File: src/rtl/mcu_rst_pkg.sv
package mcu_rst_pkg;
  typedef enum logic [2:0] {
    ST_RUN, ST_PULL, ST_PINW, ST_VHI, ST_VLO, ST_LOAD
  } seq_state_e;

  localparam int CAUSE_W   = 3;
  localparam int CAUSE_ILL = 0;
  localparam int CAUSE_LV  = 1;
  localparam int CAUSE_EXT = 2;
endpackage

File: src/rtl/fetch_window_chk.sv
module fetch_window_chk #(
  parameter int AW = 16,
  parameter logic [AW-1:0] PROG_LO = 'h0700,
  parameter logic [AW-1:0] PROG_HI = 'h1FFF,
  parameter logic [AW-1:0] RAM_LO  = 'h0020,
  parameter logic [AW-1:0] RAM_HI  = 'h00FF
) (
  input  logic [AW-1:0] addr_i,
  output logic          legal_o
);
  logic in_prog, in_ram;
  assign in_prog = (addr_i >= PROG_LO) && (addr_i <= PROG_HI);
  assign in_ram  = (addr_i >= RAM_LO)  && (addr_i <= RAM_HI);
  assign legal_o = in_prog || in_ram;
endmodule

File: src/rtl/rst_src_merge.sv
module rst_src_merge
  import mcu_rst_pkg::*;
(
  input  logic               clk_i,
  input  logic               rst_ni,
  input  logic               armed_i,
  input  logic               ill_i,
  input  logic               lv_i,
  input  logic               lv_en_i,
  input  logic               pin_low_i,
  input  logic               rd_i,
  output logic               trig_o,
  output logic [CAUSE_W-1:0] cause_o
);
  logic [CAUSE_W-1:0] src, cause_q;

  always_comb begin
    src = '0;
    src[CAUSE_ILL] = ill_i;
    src[CAUSE_LV]  = lv_i && lv_en_i;
    src[CAUSE_EXT] = pin_low_i;
    if (!armed_i) src = '0;
  end

  assign trig_o = |src;

  // set wins over read-clear
  always_ff @(posedge clk_i or negedge rst_ni) begin
    if (!rst_ni) cause_q <= '0;
    else         cause_q <= (rd_i ? '0 : cause_q) | src;
  end

  assign cause_o = cause_q;

  AST_CAUSE_HOLD: assert property (@(posedge clk_i) disable iff (!rst_ni)
    !rd_i && !trig_o |=> cause_o == $past(cause_o));
  AST_LV_GATED: assert property (@(posedge clk_i) disable iff (!rst_ni)
    $rose(cause_o[CAUSE_LV]) |-> $past(lv_en_i));
  AST_ARMED_ONLY: assert property (@(posedge clk_i) disable iff (!rst_ni)
    !armed_i |=> (cause_o & ~$past(cause_o)) == '0);
endmodule

File: src/rtl/rst_seq_fsm.sv
module rst_seq_fsm
  import mcu_rst_pkg::*;
#(
  parameter int AW       = 16,
  parameter int DW       = 8,
  parameter int PULL_CYC = 4,
  parameter logic [AW-1:0] VEC_HI_ADDR = 'h1FFE,
  parameter logic [AW-1:0] VEC_LO_ADDR = 'h1FFF
) (
  input  logic            clk_i,
  input  logic            rst_ni,
  input  logic            trig_i,
  input  logic            pin_high_i,
  input  logic [DW-1:0]   vec_data_i,
  output logic            run_o,
  output logic            pull_o,
  output logic            init_o,
  output logic            vec_rd_o,
  output logic [AW-1:0]   vec_addr_o,
  output logic            pc_load_o,
  output logic [2*DW-1:0] pc_o
);
  localparam int CNT_W = $clog2(PULL_CYC) + 1;

  seq_state_e        state;
  logic [CNT_W-1:0]  cnt;
  logic [DW-1:0]     hi_q, lo_q;

  always_ff @(posedge clk_i or negedge rst_ni) begin
    if (!rst_ni) begin
      state <= ST_PULL;
      cnt   <= '0;
      hi_q  <= '0;
      lo_q  <= '0;
    end else begin
      unique case (state)
        ST_RUN:  if (trig_i) begin state <= ST_PULL; cnt <= '0; end
        ST_PULL: begin
          if (cnt == CNT_W'(PULL_CYC - 1)) state <= ST_PINW;
          else                             cnt   <= cnt + 1'b1;
        end
        ST_PINW: if (pin_high_i) state <= ST_VHI;
        ST_VHI:  begin hi_q <= vec_data_i; state <= ST_VLO; end
        ST_VLO:  begin lo_q <= vec_data_i; state <= ST_LOAD; end
        ST_LOAD: state <= ST_RUN;
        default: state <= ST_PULL;
      endcase
    end
  end

  assign run_o      = (state == ST_RUN);
  assign pull_o     = (state == ST_PULL);
  assign init_o     = (state != ST_RUN);
  assign vec_rd_o   = (state == ST_VHI) || (state == ST_VLO);
  assign vec_addr_o = (state == ST_VLO) ? VEC_LO_ADDR : VEC_HI_ADDR;
  assign pc_load_o  = (state == ST_LOAD);
  assign pc_o       = {hi_q, lo_q};

  // independent run-length of the pulldown for the length check
  logic [CNT_W:0] pull_len;
  always_ff @(posedge clk_i or negedge rst_ni) begin
    if (!rst_ni)     pull_len <= '0;
    else if (pull_o) pull_len <= pull_len + 1'b1;
    else             pull_len <= '0;
  end

  AST_PULL_LEN: assert property (@(posedge clk_i) disable iff (!rst_ni)
    $fell(pull_o) |-> pull_len == (CNT_W+1)'(PULL_CYC));
  AST_PIN_STALL: assert property (@(posedge clk_i) disable iff (!rst_ni)
    state == ST_PINW && !pin_high_i |=> !vec_rd_o);
  AST_VEC_ORDER: assert property (@(posedge clk_i) disable iff (!rst_ni)
    vec_rd_o && vec_addr_o == VEC_LO_ADDR |-> $past(vec_rd_o) && $past(vec_addr_o) == VEC_HI_ADDR);
  AST_LOAD_PULSE: assert property (@(posedge clk_i) disable iff (!rst_ni)
    pc_load_o |=> !pc_load_o && !init_o);
endmodule

File: src/rtl/mcu_rst_seq.sv
module mcu_rst_seq
  import mcu_rst_pkg::*;
#(
  parameter int AW       = 16,
  parameter int DW       = 8,
  parameter int PULL_CYC = 4,
  parameter int RT_W     = 2,
  parameter logic [AW-1:0] PROG_LO = 'h0700,
  parameter logic [AW-1:0] PROG_HI = 'h1FFF,
  parameter logic [AW-1:0] RAM_LO  = 'h0020,
  parameter logic [AW-1:0] RAM_HI  = 'h00FF,
  parameter logic [AW-1:0] VEC_HI_ADDR = 'h1FFE,
  parameter logic [AW-1:0] VEC_LO_ADDR = 'h1FFF,
  parameter logic [DW-1:0] SP_INIT = '1
) (
  input  logic               clk_i,
  input  logic               rst_ni,
  input  logic               bus_req_i,
  input  logic               bus_fetch_i,
  input  logic [AW-1:0]      bus_addr_i,
  input  logic               lvd_i,
  input  logic               lv_rst_en_i,
  input  logic               rst_pin_i,
  output logic               rst_pull_o,
  output logic               core_init_o,
  output logic               vec_rd_o,
  output logic [AW-1:0]      vec_addr_o,
  input  logic [DW-1:0]      vec_data_i,
  output logic               pc_load_o,
  output logic [2*DW-1:0]    pc_o,
  output logic [DW-1:0]      sp_init_o,
  output logic [RT_W-1:0]    rt_sel_init_o,
  input  logic               cause_rd_i,
  output logic [CAUSE_W-1:0] cause_o
);
  logic legal, ill_fetch, run, trig;

  fetch_window_chk #(
    .AW(AW), .PROG_LO(PROG_LO), .PROG_HI(PROG_HI), .RAM_LO(RAM_LO), .RAM_HI(RAM_HI)
  ) u_win (
    .addr_i (bus_addr_i),
    .legal_o(legal)
  );

  assign ill_fetch = bus_req_i && bus_fetch_i && !legal;

  rst_src_merge u_merge (
    .clk_i    (clk_i),
    .rst_ni   (rst_ni),
    .armed_i  (run),
    .ill_i    (ill_fetch),
    .lv_i     (lvd_i),
    .lv_en_i  (lv_rst_en_i),
    .pin_low_i(!rst_pin_i),
    .rd_i     (cause_rd_i),
    .trig_o   (trig),
    .cause_o  (cause_o)
  );

  rst_seq_fsm #(
    .AW(AW), .DW(DW), .PULL_CYC(PULL_CYC),
    .VEC_HI_ADDR(VEC_HI_ADDR), .VEC_LO_ADDR(VEC_LO_ADDR)
  ) u_fsm (
    .clk_i     (clk_i),
    .rst_ni    (rst_ni),
    .trig_i    (trig),
    .pin_high_i(rst_pin_i),
    .vec_data_i(vec_data_i),
    .run_o     (run),
    .pull_o    (rst_pull_o),
    .init_o    (core_init_o),
    .vec_rd_o  (vec_rd_o),
    .vec_addr_o(vec_addr_o),
    .pc_load_o (pc_load_o),
    .pc_o      (pc_o)
  );

  assign sp_init_o     = SP_INIT;
  assign rt_sel_init_o = '1; // slowest periodic and watchdog rate

  AST_ILL_FETCH: assert property (@(posedge clk_i) disable iff (!rst_ni)
    !core_init_o && bus_req_i && bus_fetch_i && !legal |=> rst_pull_o);
  AST_PIN_RESET: assert property (@(posedge clk_i) disable iff (!rst_ni)
    !core_init_o && !rst_pin_i |=> rst_pull_o && cause_o[CAUSE_EXT]);
endmodule

File: config.mk
export PLATFORM = sky130hd
export DESIGN_NAME = mcu_rst_seq
export DESIGN_NICKNAME = d
export VERILOG_FILES = /design/src/rtl/mcu_rst_pkg.sv /design/src/rtl/fetch_window_chk.sv /design/src/rtl/rst_src_merge.sv /design/src/rtl/rst_seq_fsm.sv /design/src/rtl/mcu_rst_seq.sv
export SDC_FILE = /design/constraint.sdc
export NUM_CORES = 1
export LEC_CHECK = 0
export BUFFER_PORTS_ARGS = -buffer_cell sky130_fd_sc_hd__clkbuf_2
export CORE_ASPECT_RATIO = 0.5
export CORE_MARGIN = 2
export CORE_UTILIZATION = 46
export CTS_CLUSTER_SIZE = 16
export DETAILED_ROUTE_END_ITERATION = 10
export PLACE_DENSITY_LB_ADDON = 0.12
export REMOVE_ABC_BUFFERS = 1
export SYNTH_ARGS = -nofsm -noshare
export SYNTH_HDL_FRONTEND = slang
export SYNTH_SLANG_ARGS = --single-unit
File: constraint.sdc
create_clock -name clk_i -period 3.1 [get_ports clk_i]
set_input_delay 0.93 -clock clk_i [delete_from_list [all_inputs] [get_ports clk_i]]
set_output_delay 0.93 -clock clk_i [all_outputs]
set_load 0.01 [all_outputs]
==> impl_metrics.env <==
export IMPL_worst_r2r_cell_count=4
export IMPL_slew_viol_final=0
export IMPL_cts_num_sinks=25
export IMPL_post_dp_cell_area_um2=1550
export IMPL_share_of_final_layout_standard_cells_stronger_than_drive_strength_1_pct=47.6
export IMPL_worstSetupStartpointType="flip-flop"
export IMPL_final_antenna_net_count=0
export IMPL_power_leakage_nw=0.845
export IMPL_timing_hold_violations_final=0
export IMPL_cts_hold_buffers=0
export IMPL_synth_edf_count=0
export IMPL_clock_fmax_ghz=0.409
export IMPL_critical_path_reg2reg_startpoint="u_fsm.state[0]$_DFFE_PN1P_"
export IMPL_min_period_over_period_pct=78.8
export IMPL_port_buffers=50
export IMPL_crit_arrival_ps=1510
export IMPL_clock_tree_htree_level_count=1
export IMPL_hold_path_end="u_fsm.lo_q[2]$_DFFE_PN0P_"
export IMPL_postLayoutSetupSlackWorst_ps=658
export IMPL_vias_after_detailed_routing=947
export IMPL_rr_endpoint="u_fsm.cnt[2]$_DFFE_PN0P_"
export IMPL_num_nets_final=205
export IMPL_grt_overflow=0
export IMPL_clock_tree_from_tritoncts="built"
export IMPL_crit_path_max_incr_delay_ps=610
export IMPL_clock_insertion_delay_worst_skew_ps=270
export IMPL_dp_slack_ps=770
export IMPL_path_clk_slew_ps=90
export IMPL_grt_first_pass_wirelength_um=3770
export IMPL_worst_r2r_setup_slack_ps=1390
export IMPL_rows=13
export IMPL_die_height_um=42.4
export IMPL_synth_seq_area_share_pct=46.1
export IMPL_outcome="finished, final reports clean"
export IMPL_design_area_um2=1600
export IMPL_detailed_place_hpwl_um=1740
export IMPL_cts_resized=0
export IMPL_worst_path_max_fanout=7
export IMPL_grt_pass1_vias=826
export IMPL_core_area_um2=2700
export IMPL_cts_buffers=3
export IMPL_dieArea_um2=3430
export IMPL_horiz_die_dim_um=80.9
export IMPL_drc_errors=0
export IMPL_postSynthRegisterBits=25
export IMPL_post_drt_wl_per_cell_um=11.0
export IMPL_top_flip_flop_cell_by_instance_count_after_synthesis="sky130_fd_sc_hd__dfrtp_1"
export IMPL_grt_usage_pct=14.2
export IMPL_power_density_nw_per_um2=917
export IMPL_skew_ps=4.24
export IMPL_route_final_wire_length_um=2280
export IMPL_timing_hold_ws_ps=512
export IMPL_synthesis_instances=119
export IMPL_cp_data_required_time_ps=2170
export IMPL_crit_path_cell_trace="or3b_4, inv_1, clkbuf_2"
export IMPL_ys_warnings=0
export IMPL_worstSetupPathType="flip-flop to output pin"
export IMPL_flow_area_growth_from_synthesis_pct=17.7
export IMPL_via_per_instance_ratio=4.57
export IMPL_finalSetupViolCount=0
export IMPL_hold_start="u_fsm.lo_q[2]$_DFFE_PN0P_"
export IMPL_grt_max_degree=26
export IMPL_max_vdd_ir_drop_uv=528
export IMPL_num_io_pins=81
export IMPL_mostFrequentLayoutCells="sky130_fd_sc_hd__clkbuf_2 (50), sky130_fd_sc_hd__conb_1 (25), sky130_fd_sc_hd__dfrtp_1 (24), sky130_fd_sc_hd__mux2_2 (16), sky130_fd_sc_hd__inv_1 (7)"
export IMPL_setup_total_negative_slack_ps=0
export IMPL_critical_path_slowest_cell="sky130_fd_sc_hd__dfstp_2"
export IMPL_timing_max_cap_violations=0
export IMPL_number_of_distinct_standard_cells_referenced_by_the_synthesized_netlist=37
export IMPL_initial_antenna_violation_count=0
export IMPL_starting_density_pct=50.3
export IMPL_globalplace_congestion=0.676
export IMPL_cts_repair_timing_setup_buffer_count=0
export IMPL_headroom_to_the_max_slew_limit_pct=58.2
export IMPL_finalCriticalPeriod_ps=2440
export IMPL_drt_first_iter_violations=46
export IMPL_final_common_cell="sky130_fd_sc_hd__clkbuf_2"
export IMPL_timing_critical_path_to_type="output pin"
export IMPL_holdPathStages=1
export IMPL_synth_area_per_cell_um2=11.4
export IMPL_clockRootBuffer="sky130_fd_sc_hd__clkbuf_8"
export IMPL_synthesis_area_um2=1360
export IMPL_insertedDiodeCount=0
export IMPL_rsz0062_at_grt="no"
export IMPL_synthArstFlopShare_pct=100
export IMPL_cts_max_path_buffers=2
export IMPL_first_pass_iters=2
export IMPL_tightestPinTransition_ps=627
export IMPL_hold_path_class="flip-flop to flip-flop"
==> sequential cells by signal (all words and copies together) (netlist names) <==
| signal | cells |
|---|---|
| u_fsm.hi_q | 8 |
| u_fsm.lo_q | 8 |
| u_fsm.cnt | 3 |
| u_fsm.state | 3 |
| u_merge.cause_o | 3 |
==> cells in the mapped netlist, types with 2 or more instances <==
master,n,share of area (%)
sky130_fd_sc_hd__buf_4,26,14
sky130_fd_sc_hd__inv_1,7,1.9
sky130_fd_sc_hd__nand2_1,3,0.83
sky130_fd_sc_hd__nand2b_1,2,0.92
sky130_fd_sc_hd__ha_1,2,1.8
sky130_fd_sc_hd__conb_1,2,0.55
sky130_fd_sc_hd__nor3_1,3,1.1
sky130_fd_sc_hd__mux2_2,16,13
sky130_fd_sc_hd__nor3b_1,2,1.1
sky130_fd_sc_hd__o21ai_0,3,1.1
sky130_fd_sc_hd__dfrtp_1,24,44
sky130_fd_sc_hd__nor2_1,4,1.1
==> cells by family after synthesis <==
group,share of synthesized area [%]
other,0.553
AO/OA/AOI/OAI,7.55
flip-flops,46.1
AND/OR/NAND/NOR,11.0
multiplexers,15.1
buffers and inverters,17.8
adder cells (fa/ha/maj),1.84
==> per-layer routing <==
metal / vias to the layer above / track usage (%) / routed length [µm]
li1: 460 / - / -
met1: 435 / 18.5 / 1010
met2: 50 / 23.1 / 983
met3: 2 / 5.39 / 267
met4: 0 / 2.03 / 17
met5: - / 0 / 0
==> where the power goes <==
part           total, W  internal [W]  leakage (nW)  switching (W)
registers      0.000573      0.000476         0.312      0.0000969
logic          0.000695      0.000362         0.511       0.000333
clock network  0.000199     0.0000910        0.0217       0.000108
total           0.00147      0.000929         0.845       0.000538
==> worst max-delay path: cells and delay by family, from the launching register on <==
family	cells	cell delay, ps
flip-flops	1	610
AND/OR/NAND/NOR	1	430
buffers and inverters	2	210
==> worst max path at each step <==
stage               slack [ps]  cells past startpoint                        from                       end
floorplan                  490                      2  u_fsm.state[1]$_DFFE_PN0P_                  vec_rd_o
global placement           770                      5              bus_addr_i[10]  u_fsm.cnt[2]$_DFFE_PN0P_
detailed placement         770                      5              bus_addr_i[10]  u_fsm.cnt[2]$_DFFE_PN0P_
CTS                        650                      3  u_fsm.state[0]$_DFFE_PN1P_                rst_pull_o
global route               570                      3  u_fsm.state[2]$_DFFE_PN0P_             vec_addr_o[0]
finish                     660                      3  u_fsm.state[0]$_DFFE_PN1P_                rst_pull_o
==> final cells by class <==
type,instances,area [µm²]
clock buffer,3,41.3
clock inverter,1,7.51
fill,235,1100
inverter,8,30.0
multi-input combinational,81,582
sequential,25,627
tap,37,46.3
timing repair buffer,52,265
==> through the flow <==
stage,power [W],util (%),std cells
after global routing,0.00158,59.2,207
after global placement,0.00127,57.4,203
final,0.00147,59.2,207
after floorplan,0.00104,-,114
after CTS,0.00149,59.2,207
after detailed placement,0.00129,57.4,203
No activity file was read; power rests on OpenSTA's default activity.
